<file path="src/rtl/cfg_guard_pkg.sv">
package cfg_guard_pkg;
  typedef enum logic [1:0] {
    MODE_STANDBY = 2'b01,
    MODE_NORMAL  = 2'b10
  } op_mode_e;

  localparam int unsigned CTRL_ADDR = 'h00;
  localparam int unsigned MODE_ADDR = 'h01;
  localparam int unsigned PROT_BASE = 'h10;
  localparam int unsigned OPEN_BASE = 'h20;
endpackage

</file>
<file path="src/rtl/cfg_mode_ctrl.sv">
module cfg_mode_ctrl
  import cfg_guard_pkg::*;
(
  input  logic       clk_i,
  input  logic       rst_ni,
  input  logic       ctrl_wr_i,
  input  logic       mode_wr_i,
  input  logic [1:0] wbits_i,
  output logic       init_o,
  output logic       cce_o,
  output logic [1:0] mode_o
);
  logic       init_q, init_d;
  logic       cce_q, cce_d;
  logic [1:0] mode_q, mode_d;
  logic       mode_legal;

  assign mode_legal = (wbits_i == MODE_STANDBY) || (wbits_i == MODE_NORMAL);

  always_comb begin
    init_d = init_q;
    cce_d  = cce_q;
    mode_d = mode_q;
    if (ctrl_wr_i) begin
      init_d = wbits_i[0];
      // unlock needs init already set; dropping init relocks
      cce_d  = wbits_i[0] & wbits_i[1] & init_q;
    end else if (mode_wr_i && mode_legal && (wbits_i != mode_q)) begin
      mode_d = wbits_i;
      init_d = 1'b1;
    end
  end

  always_ff @(posedge clk_i or negedge rst_ni) begin
    if (!rst_ni) begin
      init_q <= 1'b1;
      cce_q  <= 1'b0;
      mode_q <= MODE_STANDBY;
    end else begin
      init_q <= init_d;
      cce_q  <= cce_d;
      mode_q <= mode_d;
    end
  end

  assign init_o = init_q;
  assign cce_o  = cce_q;
  assign mode_o = mode_q;
endmodule

</file>
<file path="src/rtl/cfg_reg_bank.sv">
module cfg_reg_bank #(
  parameter int unsigned N      = 4,
  parameter int unsigned DATA_W = 32,
  parameter int unsigned ADDR_W = 8,
  parameter int unsigned BASE   = 'h10
) (
  input  logic                clk_i,
  input  logic                rst_ni,
  input  logic [ADDR_W-1:0]   addr_i,
  input  logic                wr_en_i,
  input  logic                wr_allow_i,
  input  logic [DATA_W-1:0]   wdata_i,
  output logic                hit_o,
  output logic [DATA_W-1:0]   rdata_o,
  output logic [N*DATA_W-1:0] regs_o
);
  logic [N-1:0] sel;

  for (genvar i = 0; i < N; i++) begin : g_reg
    logic [DATA_W-1:0] q;
    assign sel[i] = (addr_i == ADDR_W'(BASE + i));
    always_ff @(posedge clk_i or negedge rst_ni) begin
      if (!rst_ni)                            q <= '0;
      else if (wr_en_i && wr_allow_i && sel[i]) q <= wdata_i;
    end
    assign regs_o[i*DATA_W +: DATA_W] = q;
  end

  assign hit_o = |sel;

  always_comb begin
    rdata_o = '0;
    for (int i = 0; i < N; i++)
      if (sel[i]) rdata_o = regs_o[i*DATA_W +: DATA_W];
  end
endmodule

</file>
<file path="src/rtl/cfg_guard.sv">
module cfg_guard
  import cfg_guard_pkg::*;
#(
  parameter int unsigned ADDR_W   = 8,
  parameter int unsigned DATA_W   = 32,
  parameter int unsigned NUM_PROT = 4,
  parameter int unsigned NUM_OPEN = 2
) (
  input  logic                       clk_i,
  input  logic                       rst_ni,
  input  logic [ADDR_W-1:0]          addr_i,
  input  logic                       wr_en_i,
  input  logic [DATA_W-1:0]          wdata_i,
  output logic [DATA_W-1:0]          rdata_o,
  output logic [1:0]                 mode_o,
  output logic                       bus_en_o,
  output logic                       wr_reject_o,
  output logic [NUM_PROT*DATA_W-1:0] prot_cfg_o
);
  localparam int unsigned PROT_W = NUM_PROT * DATA_W;
  localparam int unsigned OPEN_W = NUM_OPEN * DATA_W;

  logic              ctrl_hit, mode_hit, prot_hit, open_hit;
  logic              init_q, cce_q, unlocked;
  logic [1:0]        mode_q;
  logic [DATA_W-1:0] prot_rdata, open_rdata;
  logic [OPEN_W-1:0] open_regs;
  logic              reject_q;

  assign ctrl_hit = (addr_i == ADDR_W'(CTRL_ADDR));
  assign mode_hit = (addr_i == ADDR_W'(MODE_ADDR));
  assign unlocked = init_q & cce_q;

  cfg_mode_ctrl u_ctrl (
    .clk_i     (clk_i),
    .rst_ni    (rst_ni),
    .ctrl_wr_i (wr_en_i & ctrl_hit),
    .mode_wr_i (wr_en_i & mode_hit),
    .wbits_i   (wdata_i[1:0]),
    .init_o    (init_q),
    .cce_o     (cce_q),
    .mode_o    (mode_q)
  );

  cfg_reg_bank #(
    .N(NUM_PROT), .DATA_W(DATA_W), .ADDR_W(ADDR_W), .BASE(PROT_BASE)
  ) u_prot (
    .clk_i      (clk_i),
    .rst_ni     (rst_ni),
    .addr_i     (addr_i),
    .wr_en_i    (wr_en_i),
    .wr_allow_i (unlocked),
    .wdata_i    (wdata_i),
    .hit_o      (prot_hit),
    .rdata_o    (prot_rdata),
    .regs_o     (prot_cfg_o)
  );

  cfg_reg_bank #(
    .N(NUM_OPEN), .DATA_W(DATA_W), .ADDR_W(ADDR_W), .BASE(OPEN_BASE)
  ) u_open (
    .clk_i      (clk_i),
    .rst_ni     (rst_ni),
    .addr_i     (addr_i),
    .wr_en_i    (wr_en_i),
    .wr_allow_i (1'b1),
    .wdata_i    (wdata_i),
    .hit_o      (open_hit),
    .rdata_o    (open_rdata),
    .regs_o     (open_regs)
  );

  always_ff @(posedge clk_i or negedge rst_ni) begin
    if (!rst_ni) reject_q <= 1'b0;
    else         reject_q <= wr_en_i & prot_hit & ~unlocked;
  end

  always_comb begin
    rdata_o = '0;
    if (ctrl_hit)      rdata_o[1:0] = {cce_q, init_q};
    else if (mode_hit) rdata_o[1:0] = mode_q;
    else if (prot_hit) rdata_o = prot_rdata;
    else if (open_hit) rdata_o = open_rdata;
  end

  assign mode_o      = mode_q;
  assign bus_en_o    = ~init_q & (mode_q == MODE_NORMAL);
  assign wr_reject_o = reject_q;

  logic unused_open;
  assign unused_open = ^open_regs;

  localparam int unsigned CHK_W = PROT_W;
endmodule

</file>
<file path="config.mk">
export PLATFORM = sky130hd
export DESIGN_NAME = cfg_guard
export DESIGN_NICKNAME = d
export VERILOG_FILES = /design/src/rtl/cfg_guard_pkg.sv /design/src/rtl/cfg_mode_ctrl.sv /design/src/rtl/cfg_reg_bank.sv /design/src/rtl/cfg_guard.sv
export SDC_FILE = /design/constraint.sdc
export NUM_CORES = 1
export LEC_CHECK = 0
export ABC_CLOCK_PERIOD_IN_PS = 2720
export BUFFER_PORTS_ARGS = -buffer_cell sky130_fd_sc_hd__clkbuf_2
export CAP_MARGIN = 25
export CORE_ASPECT_RATIO = 2
export CORE_UTILIZATION = 50
export CTS_CLUSTER_DIAMETER = 150
export DETAILED_ROUTE_END_ITERATION = 8
export PLACE_DENSITY = 0.77
export RECOVER_POWER = 25
export SLEW_MARGIN = 20
export SYNTH_ARGS = -nofsm -noshare
export SYNTH_HDL_FRONTEND = slang
export SYNTH_SLANG_ARGS = --single-unit
</file>
<file path="constraint.sdc">
create_clock -name clk_i -period 2.72 [get_ports clk_i]
set_input_delay 0.544 -clock clk_i [delete_from_list [all_inputs] [get_ports clk_i]]
set_output_delay 0.544 -clock clk_i [all_outputs]
set_load 0.05 [all_outputs]
</file>
**After elaboration in Yosys (flattened, before gate mapping)**

Cells that the tools add are included.

- Logic and storage cells: 61
- Register bits: 197

- Equality and inequality tests: 11
- Multiplexer cells: 14
- Bitwise operators: 11
- Reductions and logical operators: 15

Operator list:

| cell | number |
|---|---|
| two-way mux 32 bit | 8 |
| two-way mux 30 bit | 2 |
| == test 8 x 5 -> 1 bit (second input constant) | 4 |
| == test 8 x 6 -> 1 bit (second input constant) | 2 |
| logical AND 1 bit | 9 |
| bitwise AND 1 bit | 8 |
| == test 8 x 1 -> 1 bit (second input constant) | 1 |
| logical NOT 8 bit | 1 |
| == test 2 bit (second input constant) | 2 |
| two-way mux 2 bit | 2 |
| OR reduction 4 bit | 1 |
| inverter 1 bit | 3 |
| == test 2 x 1 -> 1 bit (second input constant) | 1 |
| two-way mux 1 bit | 2 |
| inequality test 2 bit | 1 |
| AND reduction 2 bit | 1 |
| nonzero test 2 bit | 1 |
| OR reduction 2 bit | 1 |
| logical OR 1 bit | 1 |

**Logic depth before layout (Yosys ltp)**

Gate-level depths: netlist of run 1.

- Depth in word-level cells: 8
- Depth in mapped cells: 6
- Depth with buffers taken out: 5

**By module**

From an unflattened synthesis of run 1, not the netlist that was laid out.

- Cell total of the unflattened synthesis: 815
- Area total of the unflattened synthesis: 9706.8 µm²

By module, submodules not included:

| module | instances | cells each | area each (µm²) | sequential area each (µm²) |
|---|---|---|---|---|
| cfg_reg_bank (u_prot) | 1 | 498 | 5963.2 | 3203.1 |
| cfg_reg_bank (u_open) | 1 | 212 | 2952.8 | 1601.5 |
| cfg_guard | 1 | 88 | 570.5 | 25.0 |
| cfg_mode_ctrl | 1 | 17 | 220.2 | 102.6 |

**Worst setup path before layout of run 1**

No wires, ideal clock.

- Path type: input -> output
- Start: input addr_i[5]
- End: output rdata_o[0]
- Data required time: 2176 ps
- Stages: 4
- Arrival: 2675 ps
- Path slack: -499 ps
- Cells stage by stage: nor4_1 -> a21oi_1 -> o21a_1 -> o32ai_1

- Cells in the longest elaborated chain, start to end: 8
- Elaborated cells on any way between the ends: 20
- Those cells by class: eq/ne (7); mux (10); reduce/logical (3)

RTL lines:

| item | line | RTL |
|---|---|---|
| start: declaration | cfg_guard.sv:11 | `input logic [ADDR_W-1:0] addr_i,` |
| == test 8 x 5 -> 1 bit | cfg_reg_bank.sv:21 | `assign sel[i] = (addr_i == ADDR_W'(BASE + i));` |
| two-way mux 32 bit (4 in a row) | cfg_reg_bank.sv:34 | `if (sel[i]) rdata_o = regs_o[i*DATA_W +: DATA_W];` |
| two-way mux 32 bit | cfg_guard.sv:82 | `else if (prot_hit) rdata_o = prot_rdata;` |
| two-way mux 2 bit | cfg_guard.sv:81 | `else if (mode_hit) rdata_o[1:0] = mode_q;` |
| two-way mux 2 bit * | cfg_guard.sv:80 | `if (ctrl_hit) rdata_o[1:0] = {cce_q, init_q};` |
| end: declaration | cfg_guard.sv:14 | `output logic [DATA_W-1:0] rdata_o,` |

Every way passes the cells marked *; elsewhere a longest branch is shown, timed or not.

**Final worst setup path of run 1**

- Start: input addr_i[4]
- End: output rdata_o[1]

The elaborated chain is that of the path after synthesis.

==> key figures, run 1 <==
Clock network
  • Sink Count: 197
  • CTS clk-pin slew, worst paths: 0.07 ns
  • CTS tree: done
  • H-Tree Depth: 4
  • CTS Buf Count: 17
  • Setup bufs post-CTS: 0
  • CTS max path bufs: 2
  • Clock Latency Late Sink: 0.43 ns
  • Clk Tree Root Cell: clkbuf_16
  • Hold buffer count at cts: 0
  • # resized after CTS: 0

Critical path
  • Critical path's top delay family: buffers and inverters
  • Cell mode on critical path: clkbuf_2
  • Worst Path Required: 2.18 ns
  • CP Capture Type: primary output
  • Worst EP arrival: 2.08 ns
  • Critical Path Slowest Stage Cell: nor4b_4
  • Crit Path Category: primary input to primary output
  • Worst path bufs/invs: 3
  • Max stage delay on crit path: 0.33 ns
  • Critical-path cell list: clkbuf_2 > nor4b_4 > buf_4 > a21oi_1 > o21a_1 > o32ai_4 > clkbuf_2
  • Startpoint types: primary input
  • CP max FO: 7

STA
  • Peak Freq: 381 MHz
  • Fin Setup TNS: 0 ns
  • Final count of negative-setup-slack endpoints: 0
  • Final worst path period need: 2.62 ns
  • Worst-Margin Slew: 2.25 ns
  • Final Max Slew Viols: 49
  • Slew headroom: -0.504
  • Final period utilization: 0.965
  • Final hold vios: 0
  • RSZ-0062 raised after global routing: false
  • Worst Skew: 0.00560 ns
  • Setup ws final: 0.0955 ns

Global routing
  • Initial antenna violation count: 0
  • Gr usage total: 0.259
  • Global-route wire length before repair: 36700 µm
  • Global route overflow: 0
  • Vias in the first global route: 6752
  • Largest net degree at the start of global routing: 88

Synthesis
  • Synth cell count leaders: dfrtp_1 (195), mux2_2 (153), mux2_1 (39)
  • Top post-synthesis cells by area: dfrtp_1 (55%), mux2_2 (19%), mux4_2 (8.1%), mux2_1 (4.9%), mux2i_1 (3.4%)
  • Most common cell in the netlist: dfrtp_1
  • Async S/R FF share, synth: 1.00
  • Primary FF master, synth: dfrtp_1
  • Syn Nets: 644
  • Yosys top cell by area: dfrtp_1
  • Sequential element share of the synthesized area: 0.551
  • Post-synth EDFFs: 0
  • Mapped Area: 0.00895 mm²
  • YS warnings: 0
  • Post-synth top area share: 0.545
  • #FFs+latches synth: 197
  • Synth cell types: 33
  • Syn Inst Count: 600
  • Synth Area per Inst: 14.9 µm²

Power and ir drop
  • PD cells: 501 mW/mm²
  • Total power: 5760 µW
  • Leakage: 0.00597 µW
  • Peak VDD IR: 0.416 mV

Route
  • Vias per inst: 5.87
  • Detailed Routing Iterations Pass 1: 5
  • Via count: 6114
  • Post-route ant nets: 0
  • # DRC: 0
  • DRC marker count from the first detailed-route iteration: 273
  • Routed len/inst: 22.3 µm
  • Total Routed Length: 23200 µm

Run
  • Max-cap violations: 1

Run status
  • Run status: complete, but fails checks
  • Failing checks: max-capacitance violations, max-slew violations

Min path
  • Worst Hold Class: primary input to flip-flop

Layout
  • Final Net Count: 864
  • Non-filler cells, final: 1041
  • Diode count: 0
  • Layout cells sized above 1: 0.597
  • Area grow syn2layout: 28.4%
  • Post-route cell area: 0.0115 mm²

Floorplan
  • Die area: 0.0185 mm²
  • Rows: 68
  • Initial Utilization: 0.516
  • Die Ht: 191 µm
  • Core Box Area: 0.0174 mm²
  • IO Count: 207
  • Die X: 96.6 µm

Placement
  • PortBufs: 206
  • Global placement routability congestion: 0.829
  • Placed insts: 1011
  • Hpwl dp: 16500 µm
  • Area after DPL: 0.0109 mm²
  • Post-Place Worst Slack: 0.112 ns
[logic make-up after synthesis]
| family | Yosys count | share of synthesized area |
|---|---|---|
| AOI/OAI and AO/OA | 44 | 0.0317 |
| xor gates and xnor gates | 2 | 0.00196 |
| adders and majority gates | 1 | 0.00140 |
| buffers and inverters | 70 | 0.0348 |
| DFF | 197 | 0.551 |
| muxes | 254 | 0.356 |
| and+or+nand+nor | 32 | 0.0235 |
[through the flow]
step                      hold WS (ns)  utilization
final                            0.413        0.662
after global routing             0.402        0.662
after CTS                       0.0582        0.662
after detailed placement         0.481        0.629
after global placement           0.469        0.629
after floorplan                  0.248            -
[routing by layer]
layer  vias to the layer above  global-route usage  wire, µm
li1                       2647                   -         -
met1                      3191               0.287      8210
met2                       224               0.473     13200
met3                        52              0.0497      1070
met4                         0               0.122       754
met5                         -                   0         0
[sequential cells by signal, summed over array words and instances, names as in the netlist]
signal and count:
u_ctrl.init_o 1, wr_reject_o 1, u_ctrl.cce_o 1, u_open.g.q 64
u_prot.g.q 128, u_ctrl.mode_o 2
[cell usage in the layout (no fill, tap or decap), types with 3 or more instances in the layout]
cell / instances
buf_4: 23
o22ai_2: 30
dfrtp_1: 195
clkbuf_16: 17
mux2_1: 39
nor2_1: 4
nand2_1: 8
buf_12: 26
nor3_4: 3
clkbuf_2: 186
mux2i_1: 30
mux2_2: 153
mux4_2: 32
inv_6: 3
nand3_2: 4
inv_1: 34
clkinv_2: 3
o21ai_0: 5
[layout make-up]
cell class	instances	area (µm²)
multi-input cells	333	3960
fillers	1278	5860
clock inverters	11	126
repair buffers	237	1640
clock buffers	19	443
inverters	34	128
flip-flops and latches	197	4930
well taps	210	263
[report_power, final]
part | internal, µW | switching [µW]
combinational | 113 | 186
sequential | 2980 | 27.7
clock | 1380 | 1080
[final timing paths]
path / start / to / slack [ns] / depth (start not counted)
worst max-delay path: addr_i[4] / rdata_o[1] / 0.1 / 7
worst min-delay path: wdata_i[10] / u_prot.g_reg[3].q[10]$_DFFE_PN0P_ / 0.41 / 2
worst max register to register: u_ctrl.init_o$_DFFE_PN1P_ / u_prot.g_reg[3].q[11]$_DFFE_PN0P_ / 0.40 / 5
worst min register to register: u_open.g_reg[1].q[31]$_DFFE_PN0P_ / u_open.g_reg[1].q[31]$_DFFE_PN0P_ / 0.49 / 1
max in group asynchronous: rst_ni / u_open.g_reg[1].q[18]$_DFFE_PN0P_ / 0.48 / 2
min in group asynchronous: rst_ni / u_prot.g_reg[3].q[5]$_DFFE_PN0P_ / 0.81 / 1
Note: power is estimated with default switching activity, not from simulation.
==> inputs of run 2 (changes only) <==
--- a/config.mk
+++ b/config.mk
@@ -5,6 +5,7 @@
 export SDC_FILE = /design/constraint.sdc
 export NUM_CORES = 1
 export LEC_CHECK = 0
+export ABC_AREA = 1
 export ABC_CLOCK_PERIOD_IN_PS = 2720
 export BUFFER_PORTS_ARGS = -buffer_cell sky130_fd_sc_hd__clkbuf_2
 export CAP_MARGIN = 25
==> run 2 against run 1 <==
Compared with the run above:
- the run still ends with max-capacitance violations, max-slew violations left
- core utilization shrank 3.9 points
- first-iteration DRC count increased by 74%
- clock-buffer cell count is 1 lower
- register-to-register slack better by 0.55 ns
- combinational power down 4%
- sequential share of layout area increased by 1.6 points
- maximum frequency grew 0.27%
- clock skew rose by 0.0046 ns
- critical path depth up 3
- critical path type unchanged
==> key figures, run 2 <==
Layout
  • Final Net Count: 1374
  • Commonest non-fill, non-tap cells in the layout: nand2_1 (454), clkbuf_2 (195), dfrtp_1 (195)
  • Largest register FFs: 128
  • Layout cells sized above 1: 0.232
  • Area grow syn2layout: 22.3%
  • Commonest non-fill, non-tap cell in the layout: nand2_1
  • Post-route cell area: 0.0111 mm²
  • Reg with most FFs: u_prot.g.q
  • Diode count: 0

Run
  • Max-cap violations: 1

Global routing
  • Initial antenna violation count: 0
  • Gr usage total: 0.291
  • GRT busiest layer: met2
  • Routing usage on met1: 0.310
  • M3 GR Usage: 0.0413
  • Largest net degree at the start of global routing: 71
  • Met2 Use GR: 0.545
  • Vias in the first global route: 8290
  • Global-route wire length before repair: 42200 µm
  • Global route overflow: 0

Synthesis
  • Synth cell types: 29
  • Async S/R FF share, synth: 1.00
  • Top post-synthesis cells by area: dfrtp_1 (54%), nand2_1 (19%), o21ai_0 (5.5%), o21ai_1 (4.8%), nor2_1 (4.0%)
  • Post-synth top area share: 0.539
  • Synth cell count leaders: nand2_1 (455), dfrtp_1 (195), o21ai_0 (99)
  • Sequential element share of the synthesized area: 0.545
  • Primary FF master, synth: dfrtp_1
  • Yosys top cell by area: dfrtp_1
  • Most common cell in the netlist: nand2_1
  • Syn Nets: 1179
  • YS warnings: 0
  • Synth Area per Inst: 7.98 µm²
  • Post-synth EDFFs: 0
  • Mapped Area: 0.00905 mm²
  • #FFs+latches synth: 197
  • Syn Inst Count: 1135

Critical path
  • Worst setup endpoint: rdata_o[4]
  • CP Capture Type: primary output
  • Origin of the critical flop-to-flop path: u_ctrl.init_o$_DFFE_PN1P_
  • Worst Path Required: 2.18 ns
  • CP max FO: 11
  • Startpoint types: primary input
  • Crit. Startpoint: addr_i[7]
  • Reg-to-reg slack, setup: 0.95 ns
  • Crit Path Category: primary input to primary output
  • Worst reg2reg path depth: 6
  • Reg2reg end: u_prot.g_reg[2].q[15]$_DFFE_PN0P_
  • Worst EP arrival: 2.07 ns

Power and ir drop
  • PD cells: 524 mW/mm²
  • Switching power: 1440 µW
  • Switching share of power: 0.247
  • Internal: 4370 µW
  • Peak VDD IR: 0.464 mV
  • Leakage: 0.00569 µW
  • Reg power frac: 0.518
  • Clock Power Share: 0.432
  • Comb pwr share: 0.049

STA
  • Peak Freq: 382 MHz
  • Final count of negative-setup-slack endpoints: 0
  • Worst-Margin Slew: 1.81 ns
  • Final worst path period need: 2.62 ns
  • Final hold vios: 0
  • Final period utilization: 0.962
  • Fin Setup TNS: 0 ns
  • Worst Skew: 0.0102 ns
  • Slew headroom: -0.209
  • Final Max Slew Viols: 70
  • RSZ-0062 raised after global routing: false

Floorplan
  • Die area: 0.0187 mm²
  • Rows: 69
  • Core Box Area: 0.0178 mm²
  • Die X: 97.2 µm
  • Initial Utilization: 0.509
  • Die Ht: 192 µm
  • IO Count: 207

Placement
  • Global placement routability congestion: 0.895
  • Hpwl dp: 18400 µm
  • Area after DPL: 0.0105 mm²
  • PortBufs: 206

Route
  • # DRC: 0
  • Post-route ant nets: 0
  • Detailed Routing Iterations Pass 1: 4
  • Routed len/inst: 16.7 µm
  • Via count: 8325
  • Vias per inst: 5.35
  • Total Routed Length: 25900 µm
  • DRC marker count from the first detailed-route iteration: 476

Min path
  • Worst Hold Class: primary input to flip-flop
  • Worst Hold Depth: 3

Clock network
  • CTS tree: done
  • Clk Tree Root Cell: clkbuf_16
  • Setup bufs post-CTS: 0
  • # resized after CTS: 0
  • Sink Count: 197
  • H-Tree Depth: 4
  • CTS Buf Count: 17
  • CTS max path bufs: 2
  • Hold buffer count at cts: 0
  • CTS clk-pin slew, worst paths: 0.07 ns
  • Clock Latency Late Sink: 0.45 ns

Run status
  • Run status: complete, but fails checks
  • Failing checks: max-capacitance violations, max-slew violations
## run 2: cell count changes in the layout (fill, tap and decap cells not counted), moves of 32 or more
cell | before | now
nand2_1 | 8 | 454
nor2_1 | 4 | 93
o21ai_1 | 0 | 87
mux2_2 | 153 | 0
o21ai_0 | 5 | 99
nand3_1 | 1 | 44
mux4_2 | 32 | 0
mux2_1 | 39 | 0
## run 2: power by group through the flow
stage / registers [µW] / logic (µW) / clock network, µW
6_report: 3010 / 287 / 2510
5_1_grt: 3010 / 325 / 2660
4_1_cts: 3010 / 297 / 2550
3_5_place_dp: 3070 / 296 / 0
3_3_place_gp: 3060 / 289 / 0
2_1_floorplan: 3070 / 127 / 0
## run 2: critical path, cell delays in order
cell	delay (ns)
clkbuf_2	0.09
nor2_1	0.18
nand2_1	0.21
nor2_4	0.22
buf_4	0.24
nand2_1	0.08
nand3_1	0.08
nor2_1	0.04
nor2_1	0.11
buf_2	0.28
## run 2: kinds of logic (layout without fill, tap and decap cells)
| kind of cell | count (synthesis) | count (layout) | synth area share |
|---|---|---|---|
| simple gates | 620 | 620 | 0.274 |
| compound gates | 201 | 201 | 0.116 |
| flops | 197 | 197 | 0.545 |
| buf+inv | 114 | 322 | 0.0627 |
| xor+xnor | 2 | 2 | 0.00194 |
| fa+ha+maj | 1 | 1 | 0.00138 |
## run 2: cell type report
cell class / instances / area [µm²]
Timing Repair Buffer: 238 / 1510
Inverter: 52 / 195
Clock buffer: 18 / 439
Clock inverter: 14 / 143
Sequential cell: 197 / 4930
Multi-Input combinational cell: 824 / 3590
Tap cell: 213 / 267
Fill cell: 1588 / 6710
## run 2: through the flow
stage	setup WS, ns	power (µW)	util	hold slack [ns]	std cells
finish	0.103	5810	0.623	0.392	1556
global route	0.00232	6000	0.623	0.429	1556
CTS	0.0723	5850	0.624	0.115	1556
detailed placement	0.0796	3360	0.591	0.473	1524
global placement	0.0896	3350	0.591	0.466	1524
floorplan	0.0970	3190	-	0.248	1135
## run 2: routing by layer
metal,vias up,share of wire
li1,3998,-
met5,-,0
met4,0,0.047
met3,85,0.046
met2,289,0.55
met1,3953,0.35
## run 2: how the worst min path moves through the flow
stage	from	end
after global placement	u_open.g_reg[1].q[24]$_DFFE_PN0P_	u_open.g_reg[1].q[24]$_DFFE_PN0P_
after detailed placement	u_open.g_reg[0].q[22]$_DFFE_PN0P_	u_open.g_reg[0].q[22]$_DFFE_PN0P_
after global routing	wdata_i[0]	u_ctrl.init_o$_DFFE_PN1P_
after floorplan	rst_ni	u_ctrl.cce_o$_DFFE_PN0P_
after CTS	rst_ni	u_prot.g_reg[3].q[4]$_DFFE_PN0P_
final	wdata_i[0]	u_ctrl.init_o$_DFFE_PN1P_
==> inputs of run 3 (changes only) <==
--- a/config.mk
+++ b/config.mk
@@ -14,7 +14,7 @@
 export CTS_CLUSTER_DIAMETER = 150
 export DETAILED_ROUTE_END_ITERATION = 8
 export PLACE_DENSITY = 0.77
-export RECOVER_POWER = 25
+export RECOVER_POWER = 50
 export SLEW_MARGIN = 20
 export SYNTH_ARGS = -nofsm -noshare
 export SYNTH_HDL_FRONTEND = slang
==> run 3 against run 2 <==
Compared with the run above:
- the flow still finishes with violations (max-capacitance violations, max-slew violations)
- core utilization is 0.33 points lower
- non-clock buffer count stayed put
- clock-buffer cell count did not move
- die area unchanged
- worst hold slack got worse by 0.0039 ns
- sequential power is essentially flat
- global-route usage stayed put
- setup slack got worse by 0.0041 ns
- sequential share of layout area rose by 0.24 points
- maximum frequency shrank 0.16%
==> key figures, run 3 (synthesis gave the netlist of run 2 again) <==
Run status
  • Run status: complete, but fails checks
  • Failing checks: max-capacitance violations, max-slew violations

STA
  • Final period utilization: 0.964
  • Final hold vios: 0
  • Final count of negative-setup-slack endpoints: 0
  • Worst Skew: 0.00987 ns
  • Slew headroom: -0.219
  • Peak Freq: 381 MHz
  • Hold Slack: 0.388 ns
  • Final Max Slew Viols: 70
  • RSZ-0062 raised after global routing: false
  • Final worst path period need: 2.62 ns
  • Fin Setup TNS: 0 ns
  • Worst-Margin Slew: 1.83 ns

Floorplan
  • Die area: 0.0187 mm²
  • Initial Utilization: 0.509
  • IO Count: 207
  • Rows: 69
  • Core Box Area: 0.0178 mm²
  • Die Ht: 192 µm
  • Die X: 97.2 µm

Route
  • Via count: 8318
  • Total Routed Length: 26000 µm
  • # DRC: 0
  • Detailed Routing Iterations Pass 1: 5
  • Vias per inst: 5.35
  • Post-route ant nets: 0
  • DRC marker count from the first detailed-route iteration: 465
  • Routed len/inst: 16.7 µm

Layout
  • Layout cells sized above 1: 0.219
  • Post-route cell area: 0.0110 mm²
  • Diode count: 0
  • Commonest non-fill, non-tap cell in the layout: nand2_1
  • Commonest non-fill, non-tap cells in the layout: nand2_1 (457), dfrtp_1 (195), clkbuf_2 (191)
  • Core Util, Final: 0.619
  • Final Net Count: 1374
  • Non-filler cells, final: 1556
  • Reg with most FFs: u_prot.g.q
  • Area grow syn2layout: 21.7%
  • Largest register FFs: 128

Critical path
  • Worst Path Required: 2.18 ns
  • Origin of the critical flop-to-flop path: u_ctrl.init_o$_DFFE_PN1P_
  • CP max FO: 11
  • Crit. Startpoint: addr_i[7]
  • Crit Path Category: primary input to primary output
  • Startpoint types: primary input
  • CP Capture Type: primary output
  • Worst EP arrival: 2.08 ns

Placement
  • Global placement routability congestion: 0.895
  • Hpwl dp: 18400 µm
  • Placed insts: 1524
  • PortBufs: 206
  • Area after DPL: 0.0105 mm²

Global routing
  • Largest net degree at the start of global routing: 71
  • M3 GR Usage: 0.0413
  • Gr usage total: 0.291
  • Routing usage on met1: 0.310
  • Global-route wire length before repair: 42200 µm
  • GRT busiest layer: met2
  • Vias in the first global route: 8290
  • Met2 Use GR: 0.545
  • Initial antenna violation count: 0
  • Global route overflow: 0

Clock network
  • Setup bufs post-CTS: 0
  • CTS max path bufs: 2
  • # resized after CTS: 0
  • Clock Latency Late Sink: 0.45 ns
  • CTS tree: done
  • Sink Count: 197
  • CTS clk-pin slew, worst paths: 0.07 ns
  • Clk Tree Root Cell: clkbuf_16
  • CTS Buf Count: 17
  • H-Tree Depth: 4
  • Hold buffer count at cts: 0

Min path
  • Startpoint of the worst hold path: wdata_i[0]
  • Worst Hold Class: primary input to flip-flop

Run
  • Max-cap violations: 1

Power and ir drop
  • PD cells: 527 mW/mm²
  • Peak VDD IR: 0.464 mV
  • Leakage: 0.00563 µW
## run 3: cell count changes in the layout (fill, tap and decap cells not counted), sizes merged
cell and change:
buf -8, clkbuf +8
## run 3: final timing paths
| check | to | slack (ns) | cells past startpoint |
|---|---|---|---|
| setup / recovery | rdata_o[4] | 0.1 | 10 |
| hold / removal | u_ctrl.init_o$_DFFE_PN1P_ | 0.39 | 3 |
| setup reg to reg | u_prot.g_reg[3].q[14]$_DFFE_PN0P_ | 0.39 | 6 |
| hold reg to reg | u_open.g_reg[0].q[10]$_DFFE_PN0P_ | 0.49 | 2 |
| max in group asynchronous | u_prot.g_reg[0].q[20]$_DFFE_PN0P_ | 0.37 | 2 |
| min in group asynchronous | u_prot.g_reg[3].q[4]$_DFFE_PN0P_ | 0.57 | 1 |
## run 3: metrics by stage
step	power (µW)	setup slack [ns]
global placement	3350	0.0896
global route	5990	0.00232
detailed placement	3360	0.0796
finish	5800	0.0985
floorplan	3190	0.0970
CTS	5850	0.0723
## run 3: power breakdown
| part | leakage, µW | internal (µW) | total [µW] | switching [µW] |
|---|---|---|---|---|
| Sequential | 0.00273 | 2980 | 3010 | 32.3 |
| Combinational | 0.00261 | 76.8 | 284 | 207 |
| Clock | 0.000282 | 1310 | 2510 | 1190 |
| Total | 0.00563 | 4370 | 5800 | 1430 |
## run 3: cell type report
type,instances,area [µm²]
clock inverters,14,143
repair buffers,238,1470
inverters,52,195
fillers,1599,6770
well taps,213,267
clock buffers,18,439
multi-input cells,824,3570
flip-flops and latches,197,4930
## run 3: layer usage
metal  vias up  wire (µm)  part of all wire
met1      3959       9340              0.36
met3        80       1060             0.041
met5         -          0                 0
li1       3995          -                 -
met4         0       1180             0.045
met2       284      14400              0.55
## run 3: worst max-delay path: stages
cell      delay (ns)
clkbuf_2        0.09
nor2_1          0.18
nand2_1         0.21
nor2_4          0.22
buf_4           0.24
nand2_1         0.08
nand3_1         0.08
nor2_1          0.04
nor2_1          0.11
buf_2           0.28
